[config.mk]
export PLATFORM = sky130hd
export DESIGN_NAME = tcam_slot
export DESIGN_NICKNAME = d
export VERILOG_FILES = /design/src/rtl/tcam_slot_pkg.sv /design/src/rtl/tcam_slot_store.sv /design/src/rtl/tcam_slot_compare.sv /design/src/rtl/tcam_slot.sv
export SDC_FILE = /design/constraint.sdc
export NUM_CORES = 1
export LEC_CHECK = 0
export ABC_AREA = 0
export BUFFER_PORTS_ARGS = -buffer_cell sky130_fd_sc_hd__buf_2
export CAP_MARGIN = 10
export CORE_ASPECT_RATIO = 1.2
export CORE_UTILIZATION = 50
export CTS_BUF_LIST = sky130_fd_sc_hd__clkbuf_2 sky130_fd_sc_hd__clkbuf_4 sky130_fd_sc_hd__clkbuf_8
export DETAILED_ROUTE_END_ITERATION = 7
export HOLD_SLACK_MARGIN = 0.15
export PLACE_DENSITY_LB_ADDON = 0.3
export REMOVE_ABC_BUFFERS = 1
export SETUP_SLACK_MARGIN = 0.15
export SLEW_MARGIN = 30
export SYNTH_ARGS = -nofsm -noshare
export SYNTH_HDL_FRONTEND = slang
export SYNTH_SLANG_ARGS = --single-unit
[constraint.sdc]
create_clock -name clk -period 0.9 [get_ports clk]
set_input_delay 0.09 -clock clk [delete_from_list [all_inputs] [get_ports clk]]
set_output_delay 0.09 -clock clk [all_outputs]
set_load 0.005 [all_outputs]
[src/rtl/tcam_slot_pkg.sv]
package tcam_slot_pkg;

   typedef enum logic [1:0] {
      SLOT_IDLE   = 2'd0,
      SLOT_SEARCH = 2'd1,
      SLOT_WRITE  = 2'd2,
      SLOT_NOP    = 2'd3
   } slot_cmd_e;

   function automatic logic is_search(input logic [1:0] c);
      return c == SLOT_SEARCH;
   endfunction

   function automatic logic is_write(input logic [1:0] c);
      return c == SLOT_WRITE;
   endfunction

endpackage

[src/rtl/tcam_slot_store.sv]
module tcam_slot_store #(
   parameter int DATA_W  = 16,
   parameter bit TERNARY = 1'b1
) (
   input  logic              clk,
   input  logic              rst_n,
   input  logic              wr_en,
   input  logic [DATA_W-1:0] wr_word,
   input  logic [DATA_W-1:0] wr_mask,
   output logic [DATA_W-1:0] word_q,
   output logic [DATA_W-1:0] mask_q,
   output logic              valid_q
);

   always_ff @(posedge clk or negedge rst_n) begin
      if (!rst_n) begin
         word_q  <= '0;
         valid_q <= 1'b0;
      end else if (wr_en) begin
         word_q  <= wr_word;
         valid_q <= 1'b1;
      end
   end

   generate
      if (TERNARY) begin : g_mask_reg
         always_ff @(posedge clk or negedge rst_n) begin
            if (!rst_n)     mask_q <= '0;
            else if (wr_en) mask_q <= wr_mask;
         end
      end else begin : g_no_mask
         logic unused_mask;
         assign unused_mask = ^wr_mask;
         assign mask_q      = '0;
      end
   endgenerate

endmodule

[src/rtl/tcam_slot_compare.sv]
module tcam_slot_compare #(
   parameter int DATA_W = 16
) (
   input  logic [DATA_W-1:0] word,
   input  logic [DATA_W-1:0] mask,
   input  logic              valid,
   input  logic [DATA_W-1:0] key,
   output logic              equal
);

   logic [DATA_W-1:0] bit_miss;

   generate
      for (genvar b = 0; b < DATA_W; b++) begin : g_bit
         assign bit_miss[b] = (word[b] ^ key[b]) & ~mask[b];
      end
   endgenerate

   assign equal = valid & ~|bit_miss;

endmodule

[src/rtl/tcam_slot.sv]
module tcam_slot
   import tcam_slot_pkg::*;
#(
   parameter int DATA_W  = 16,
   parameter bit TERNARY = 1'b1
) (
   input  logic              clk,
   input  logic              rst_n,
   input  logic [1:0]        cmd,
   input  logic [DATA_W-1:0] key,
   input  logic [DATA_W-1:0] mask_in,
   output logic              hit
);

   generate
      if (DATA_W < 1) begin : g_bad_width
         $error("tcam_slot: DATA_W must be at least 1");
      end
   endgenerate

   logic [DATA_W-1:0] stored_word;
   logic [DATA_W-1:0] stored_mask;
   logic              stored_valid;
   logic              cmp_equal;
   logic              do_write;
   logic              do_search;

   assign do_write  = is_write(cmd);
   assign do_search = is_search(cmd);

   tcam_slot_store #(.DATA_W(DATA_W), .TERNARY(TERNARY)) u_store (
      .clk     (clk),
      .rst_n   (rst_n),
      .wr_en   (do_write),
      .wr_word (key),
      .wr_mask (mask_in),
      .word_q  (stored_word),
      .mask_q  (stored_mask),
      .valid_q (stored_valid)
   );

   tcam_slot_compare #(.DATA_W(DATA_W)) u_cmp (
      .word  (stored_word),
      .mask  (stored_mask),
      .valid (stored_valid),
      .key   (key),
      .equal (cmp_equal)
   );

   always_ff @(posedge clk or negedge rst_n) begin
      if (!rst_n) hit <= 1'b0;
      else        hit <= do_search & cmp_equal;
   end

endmodule

* After elaboration in Yosys (flattened, before gate mapping)
Cells that the tools add are included.
** Storage, ports and cells
- Logic and storage cells :: 58
- Memory bits (read-only) :: 0
- Latch bits :: 0
- Memories :: 0
- Bits in registers :: 34
- Output and inout bits :: 1
- Bits of input ports :: 36
- RAM bits :: 0
** Cells by class
- Equality and inequality tests :: 2
- Muxes and demuxes :: 0
- Shift operators :: 0
- Reduce and logical (&&, ||, !) cells :: 2
- $add $sub $neg :: 0
- $lt $le $gt $ge :: 0
- Bitwise operators :: 50
- $mul :: 0
- Div/mod/pow operators :: 0
** Operators with widths (number)
- 1-bit AND :: 18
- 1-bit inverter :: 16
- 16-bit OR reduction :: 1
- 1-bit bitwise XOR :: 16
- 2-bit by 1-bit equality test with 1-bit output, second input constant :: 1
- 2-bit equality test, second input constant :: 1
- 1-bit logical NOT :: 1

* Depth between registers and ports, before layout
- Word-level depth :: 6
- Gate-level depth with buffers :: 4
- Depth with buffers taken out :: 4

* Hierarchy
Synthesis repeated with hierarchy kept, for this count alone.
** Second synthesis, totals
- Cells, all modules :: 103
- Area total of the unflattened synthesis :: 1635.3 µm²
** Modules (own cells, without submodules)
- tcam_slot_store :: area an instance 1372.6 µm², cells each 70, times used 1, seq. area each 825.8 µm²
- tcam_slot_compare :: area an instance 222.7 µm², cells each 30, times used 1, seq. area each 0.0 µm²
- tcam_slot :: area an instance 40.0 µm², cells each 3, times used 1, seq. area each 25.0 µm²

* Least setup slack after synthesis
Ideal clock, no wire load.
- Path kind :: register to register
- Start point :: register u_store.word_q[4]
- End point :: register hit
- Data required time :: 0.780 ns
- Data arrival time :: 0.895 ns
- Cell stages (with the launch flop) :: 5
- Period minus slack after synthesis :: 1.015 ns
- Setup time :: 0.120 ns
- Slack :: -0.115 ns
- Buffers on the path :: 0
- Cells stage by stage :: dfrtp_1 xnor2_1 o2111ai_1 nor3_1 and4_1
** Between the ends
- Longest elaborated chain between the ends :: 6
** Ends and longest elaborated chain
- from (decl) :: RTL line tcam_slot_store.sv:10 : output logic [DATA_W-1:0] word_q,
- from (signal assigned) :: RTL line tcam_slot_store.sv:20 : word_q <= wr_word;
- 1-bit bitwise XOR :: RTL line tcam_slot_compare.sv:15 : assign bit_miss[b] = (word[b] ^ key[b]) & ~mask[b];
- 1-bit AND :: RTL line tcam_slot_compare.sv:15
- 16-bit OR reduction :: RTL line tcam_slot_compare.sv:19 : assign equal = valid & ~|bit_miss;
- 1-bit logical NOT :: RTL line tcam_slot_compare.sv:19
- 1-bit AND :: RTL line tcam_slot_compare.sv:19
- 1-bit AND :: RTL line tcam_slot.sv:52 : else hit <= do_search & cmp_equal;
- to (signal assigned) :: RTL line tcam_slot.sv:52
- to (decl) :: RTL line tcam_slot.sv:12 : output logic hit
Every way passes these cells.
A chain may end at the register's enable or synchronous reset.

* Worst setup path in the final report
- Start point :: register u_store.word_q[10]
- End point :: register hit
Same word-level chain as after synthesis.

==> flow_summary.html <==
<table>
<tr><th>Metric</th><th>Value</th></tr>
<tr><th colspan="2">Floorplanning</th></tr>
<tr><td>Die X-Extent</td><td>53.8 um</td></tr>
<tr><td>Starting Density</td><td>52.7%</td></tr>
<tr><td>Vertical die dimension</td><td>64.2 um</td></tr>
<tr><td>Count of standard-cell rows</td><td>22</td></tr>
<tr><td># IOs</td><td>37</td></tr>
<tr><td>Die Area</td><td>3450 sq um</td></tr>
<tr><td>Core Region</td><td>3060 sq um</td></tr>
<tr><th colspan="2">Power and ir drop</th></tr>
<tr><td>P_sw</td><td>926 uW</td></tr>
<tr><td>Part of the total power dissipated in the clock network</td><td>24.4%</td></tr>
<tr><td>Net switching share of the total power</td><td>25.5%</td></tr>
<tr><td>Comb power frac</td><td>23.8%</td></tr>
<tr><td>Internal</td><td>2710 uW</td></tr>
<tr><td>Peak ir drop on the vdd network</td><td>1.22 mV</td></tr>
<tr><td>Power Density</td><td>1750 nW/um^2</td></tr>
<tr><td>Share of power burned in registers</td><td>51.8%</td></tr>
<tr><td>Leakage power</td><td>0.00103 uW</td></tr>
<tr><th colspan="2">Critical path</th></tr>
<tr><td>Launching element of the worst setup path</td><td>u_store.word_q[10]$_DFFE_PN0N_</td></tr>
<tr><td>Capture point of the worst reg-to-reg path</td><td>hit$_DFF_PN0_</td></tr>
<tr><td>Launch point of the worst reg-to-reg path</td><td>u_store.word_q[10]$_DFFE_PN0N_</td></tr>
<tr><td>Arrival time at the worst endpoint</td><td>1.33 ns</td></tr>
<tr><td>Max Fanout on Critical Path</td><td>2</td></tr>
<tr><td>Endpoint of the most critical setup path</td><td>hit$_DFF_PN0_</td></tr>
<tr><td>Critical path class</td><td>reg -&gt; reg</td></tr>
<tr><td>Slack of the worst reg-to-reg path</td><td>-0.20 ns</td></tr>
<tr><td>Worst setup SP type</td><td>register</td></tr>
<tr><td>Category of the worst setup path capture point</td><td>register</td></tr>
<tr><td>Worst Path Required</td><td>1.13 ns</td></tr>
<tr><td>Worst Reg2Reg Path Length in Cells</td><td>4</td></tr>
<tr><th colspan="2">Timing</th></tr>
<tr><td>Maximum clock frequency</td><td>0.909 GHz</td></tr>
<tr><td>Max-slew headroom at the worst pin</td><td>78.0%</td></tr>
<tr><td>Setup ws final</td><td>-0.200 ns</td></tr>
<tr><td>Minimum hold slack</td><td>-0.0152 ns</td></tr>
<tr><td>Count of endpoints failing setup in the final report</td><td>2</td></tr>
<tr><td>Setup repair after global routing missed its margin</td><td>true</td></tr>
<tr><td>Max Slew Vio Count</td><td>0</td></tr>
<tr><td>Endpoints failing hold</td><td>7</td></tr>
<tr><td>Worst Clk Skew</td><td>0.0103 ns</td></tr>
<tr><td>Share of the clock period used by the worst path after layout</td><td>122%</td></tr>
<tr><td>Crit path time final</td><td>1.10 ns</td></tr>
<tr><td>Slew at the pin closest to its max-slew limit</td><td>0.330 ns</td></tr>
<tr><th colspan="2">Global route</th></tr>
<tr><td>Number of antenna violations at the first check in global routing</td><td>0</td></tr>
<tr><td>Total Routing Usage GR</td><td>19.0%</td></tr>
<tr><td>Global-route wire length before repair</td><td>4550 um</td></tr>
<tr><td>Overflow left after global routing</td><td>0</td></tr>
<tr><td>Largest net degree at the start of global routing</td><td>23</td></tr>
<tr><td>Number of global-route vias before repair</td><td>986</td></tr>
<tr><th colspan="2">Placement</th></tr>
<tr><td>Number of input and output port buffers inserted</td><td>36</td></tr>
<tr><td>Minimum setup slack after placement</td><td>-0.223 ns</td></tr>
<tr><td>Dpl hpwl</td><td>1960 um</td></tr>
<tr><td>Placed standard-cell area</td><td>1890 sq um</td></tr>
<tr><td>Gpl congestion</td><td>0.708</td></tr>
<tr><th colspan="2">Synth</th></tr>
<tr><td>Yosys reg bits</td><td>34</td></tr>
<tr><td>Average instance area after synthesis</td><td>15.6 sq um</td></tr>
<tr><td>Number of cells produced by synthesis</td><td>103</td></tr>
<tr><td>Post-synthesis instance area</td><td>1610 sq um</td></tr>
<tr><td>Count of warnings emitted by yosys</td><td>0</td></tr>
<tr><td>Sequential cell area fraction in the yosys report</td><td>52.8%</td></tr>
<tr><td>Cell variety after synth</td><td>13</td></tr>
<tr><th colspan="2">Detailed routing</th></tr>
<tr><td>Via/cell ratio</td><td>5.04</td></tr>
<tr><td>Drt pass-1 iters</td><td>2</td></tr>
<tr><td>DR DRC count</td><td>0</td></tr>
<tr><td>Via total after detailed routing</td><td>987</td></tr>
<tr><td>Final Routed Wirelength</td><td>2820 um</td></tr>
<tr><td>1st-iter DRT viols</td><td>16</td></tr>
<tr><td>WL/cell</td><td>14.4 um</td></tr>
<tr><td>Number of nets with antenna violations after routing</td><td>0</td></tr>
<tr><th colspan="2">Clock network</th></tr>
<tr><td>Clock transition time at the flip-flop clock pins of the worst setup and hold paths</td><td>0.11 ns</td></tr>
<tr><td>TritonCTS clock tree</td><td>yes</td></tr>
<tr><td>Number of buffers created by CTS</td><td>5</td></tr>
<tr><td>Max clock buf depth</td><td>2</td></tr>
<tr><td>Skew-Pair Late Insertion Delay</td><td>0.33 ns</td></tr>
<tr><td>Master cell of the clock root buffer</td><td>sky130_fd_sc_hd__clkbuf_4</td></tr>
<tr><td>CTS sink cnt</td><td>34</td></tr>
<tr><td>Number of H-tree levels</td><td>2</td></tr>
<tr><th colspan="2">Flow run</th></tr>
<tr><td>Maxcap violations</td><td>0</td></tr>
<tr><th colspan="2">Layout</th></tr>
<tr><td>Layout Cell Area excl Fill</td><td>2070 sq um</td></tr>
<tr><td>Most frequent standard cell in the layout excluding fill and tap cells</td><td>sky130_fd_sc_hd__buf_2</td></tr>
<tr><td>Final layout net count</td><td>195</td></tr>
<tr><td>Layout area overhead</td><td>28.6%</td></tr>
<tr><td>Antenna diodes</td><td>0</td></tr>
<tr><td>Layout cells sized above 1</td><td>54.4%</td></tr>
<tr><td>Commonest cells after routing, fill and taps aside</td><td>sky130_fd_sc_hd__buf_2, sky130_fd_sc_hd__dfrtp_1, sky130_fd_sc_hd__mux2_4</td></tr>
<tr><th colspan="2">Outcome</th></tr>
<tr><td>Violations in the final reports</td><td>hold timing, setup timing</td></tr>
<tr><td>Result of the run</td><td>finished with violations</td></tr>
<tr><th colspan="2">Min path</th></tr>
<tr><td>HP Class</td><td>in -&gt; reg</td></tr>
<tr><td>Min-delay src</td><td>mask_in[13]</td></tr>
</table>
cell type report:
type                            instances  area (sq um)
Clock buffer                            6          51.3
Clock inverter                          2          12.5
Fill cell                             242           985
Inverter                                1          3.75
Multi-Input combinational cell         64           729
Sequential cell                        34           851
Tap cell                               36          45.0
Timing Repair Buffer                   53           378
timing repair:
item | 4_1_cts | 5_1_grt
endpoints found under the setup margin | 33 | 34
setup buffers | 0 | 2
hold buffers | 5 | 3
pin swaps | 4 | 4
endpoints found under the hold margin | 66 | 28
gates resized for setup | 4 | 0
critical path, stage by stage, from the launching register on:
cell	delay [ns]
sky130_fd_sc_hd__dfrtp_1	0.43
sky130_fd_sc_hd__xnor2_1	0.13
sky130_fd_sc_hd__o22ai_1	0.19
sky130_fd_sc_hd__nor3_1	0.06
sky130_fd_sc_hd__and4_1	0.17
per-layer routing:
layer	part of all wire (%)	wire length (um)	track usage, %
met1	44	1250	24.7
met2	49	1380	28.4
met4	1.8	50	7.89
met5	0	0	0
met3	5.1	145	6.43
registers in the layout, indices dropped and copies added (netlist names):
| name | flops |
|---|---|
| u_store.mask_q | 16 |
| u_store.valid_q | 1 |
| hit | 1 |
| u_store.word_q | 16 |
cells in the mapped netlist:
cell type / instances / area, sq um
sky130_fd_sc_hd__buf_6: 4 / 45.0
sky130_fd_sc_hd__mux2_2: 3 / 33.8
sky130_fd_sc_hd__nor3_1: 1 / 5.00
sky130_fd_sc_hd__and4_1: 1 / 8.76
sky130_fd_sc_hd__xnor2_1: 16 / 140
sky130_fd_sc_hd__nand2b_4: 1 / 13.8
sky130_fd_sc_hd__nor2_1: 4 / 15.0
sky130_fd_sc_hd__o2111ai_1: 1 / 8.76
sky130_fd_sc_hd__inv_1: 1 / 3.75
sky130_fd_sc_hd__nand2b_1: 1 / 6.26
sky130_fd_sc_hd__mux2_4: 29 / 435
sky130_fd_sc_hd__dfrtp_1: 34 / 851
sky130_fd_sc_hd__o22ai_1: 7 / 43.8
power groups by stage:
| stage | Clock (uW) | Sequential, uW | Combinational (uW) |
|---|---|---|---|
| floorplan | 0 | 1870 | 549 |
| global placement | 0 | 1890 | 778 |
| detailed placement | 0 | 1910 | 799 |
| CTS | 914 | 1880 | 842 |
| global route | 982 | 1910 | 933 |
| finish | 886 | 1880 | 863 |
per-stage QoR:
stage                     std cells  util, %  total power [uW]  hold slack (ns)  setup TNS (ns)
after CTS                       191     66.3              3640          -0.0296          -0.257
after detailed placement        178     62.0              2710          0.00246           -1.94
after global routing            196     67.8              3820          -0.0318          -0.396
after global placement          178     62.0              2670         -0.00571           -1.90
final                           196     67.8              3630          -0.0152          -0.225
after floorplan                  99        -              2420           -0.206           -2.48
cell families after synthesis:
logic type                share of synthesized area, %
xor gates and xnor gates                          8.70
and+or+nand+nor                                   3.03
AOI/OAI and AO/OA                                 3.26
buffers and inverters                             3.03
DFF                                               52.8
muxes                                             29.1
worst min-delay path by stage:
stage | slack [ns] | depth (start not counted) | to
floorplan | -0.21 | 0 | hit$_DFF_PN0_
global placement | -0.006 | 1 | u_store.mask_q[10]$_DFFE_PN0N_
detailed placement | 0.002 | 1 | u_store.mask_q[10]$_DFFE_PN0N_
CTS | -0.03 | 2 | u_store.mask_q[11]$_DFFE_PN0N_
global route | -0.03 | 2 | u_store.mask_q[2]$_DFFE_PN0N_
finish | -0.02 | 2 | u_store.mask_q[13]$_DFFE_PN0N_
Power figures use the tool's default switching activity.
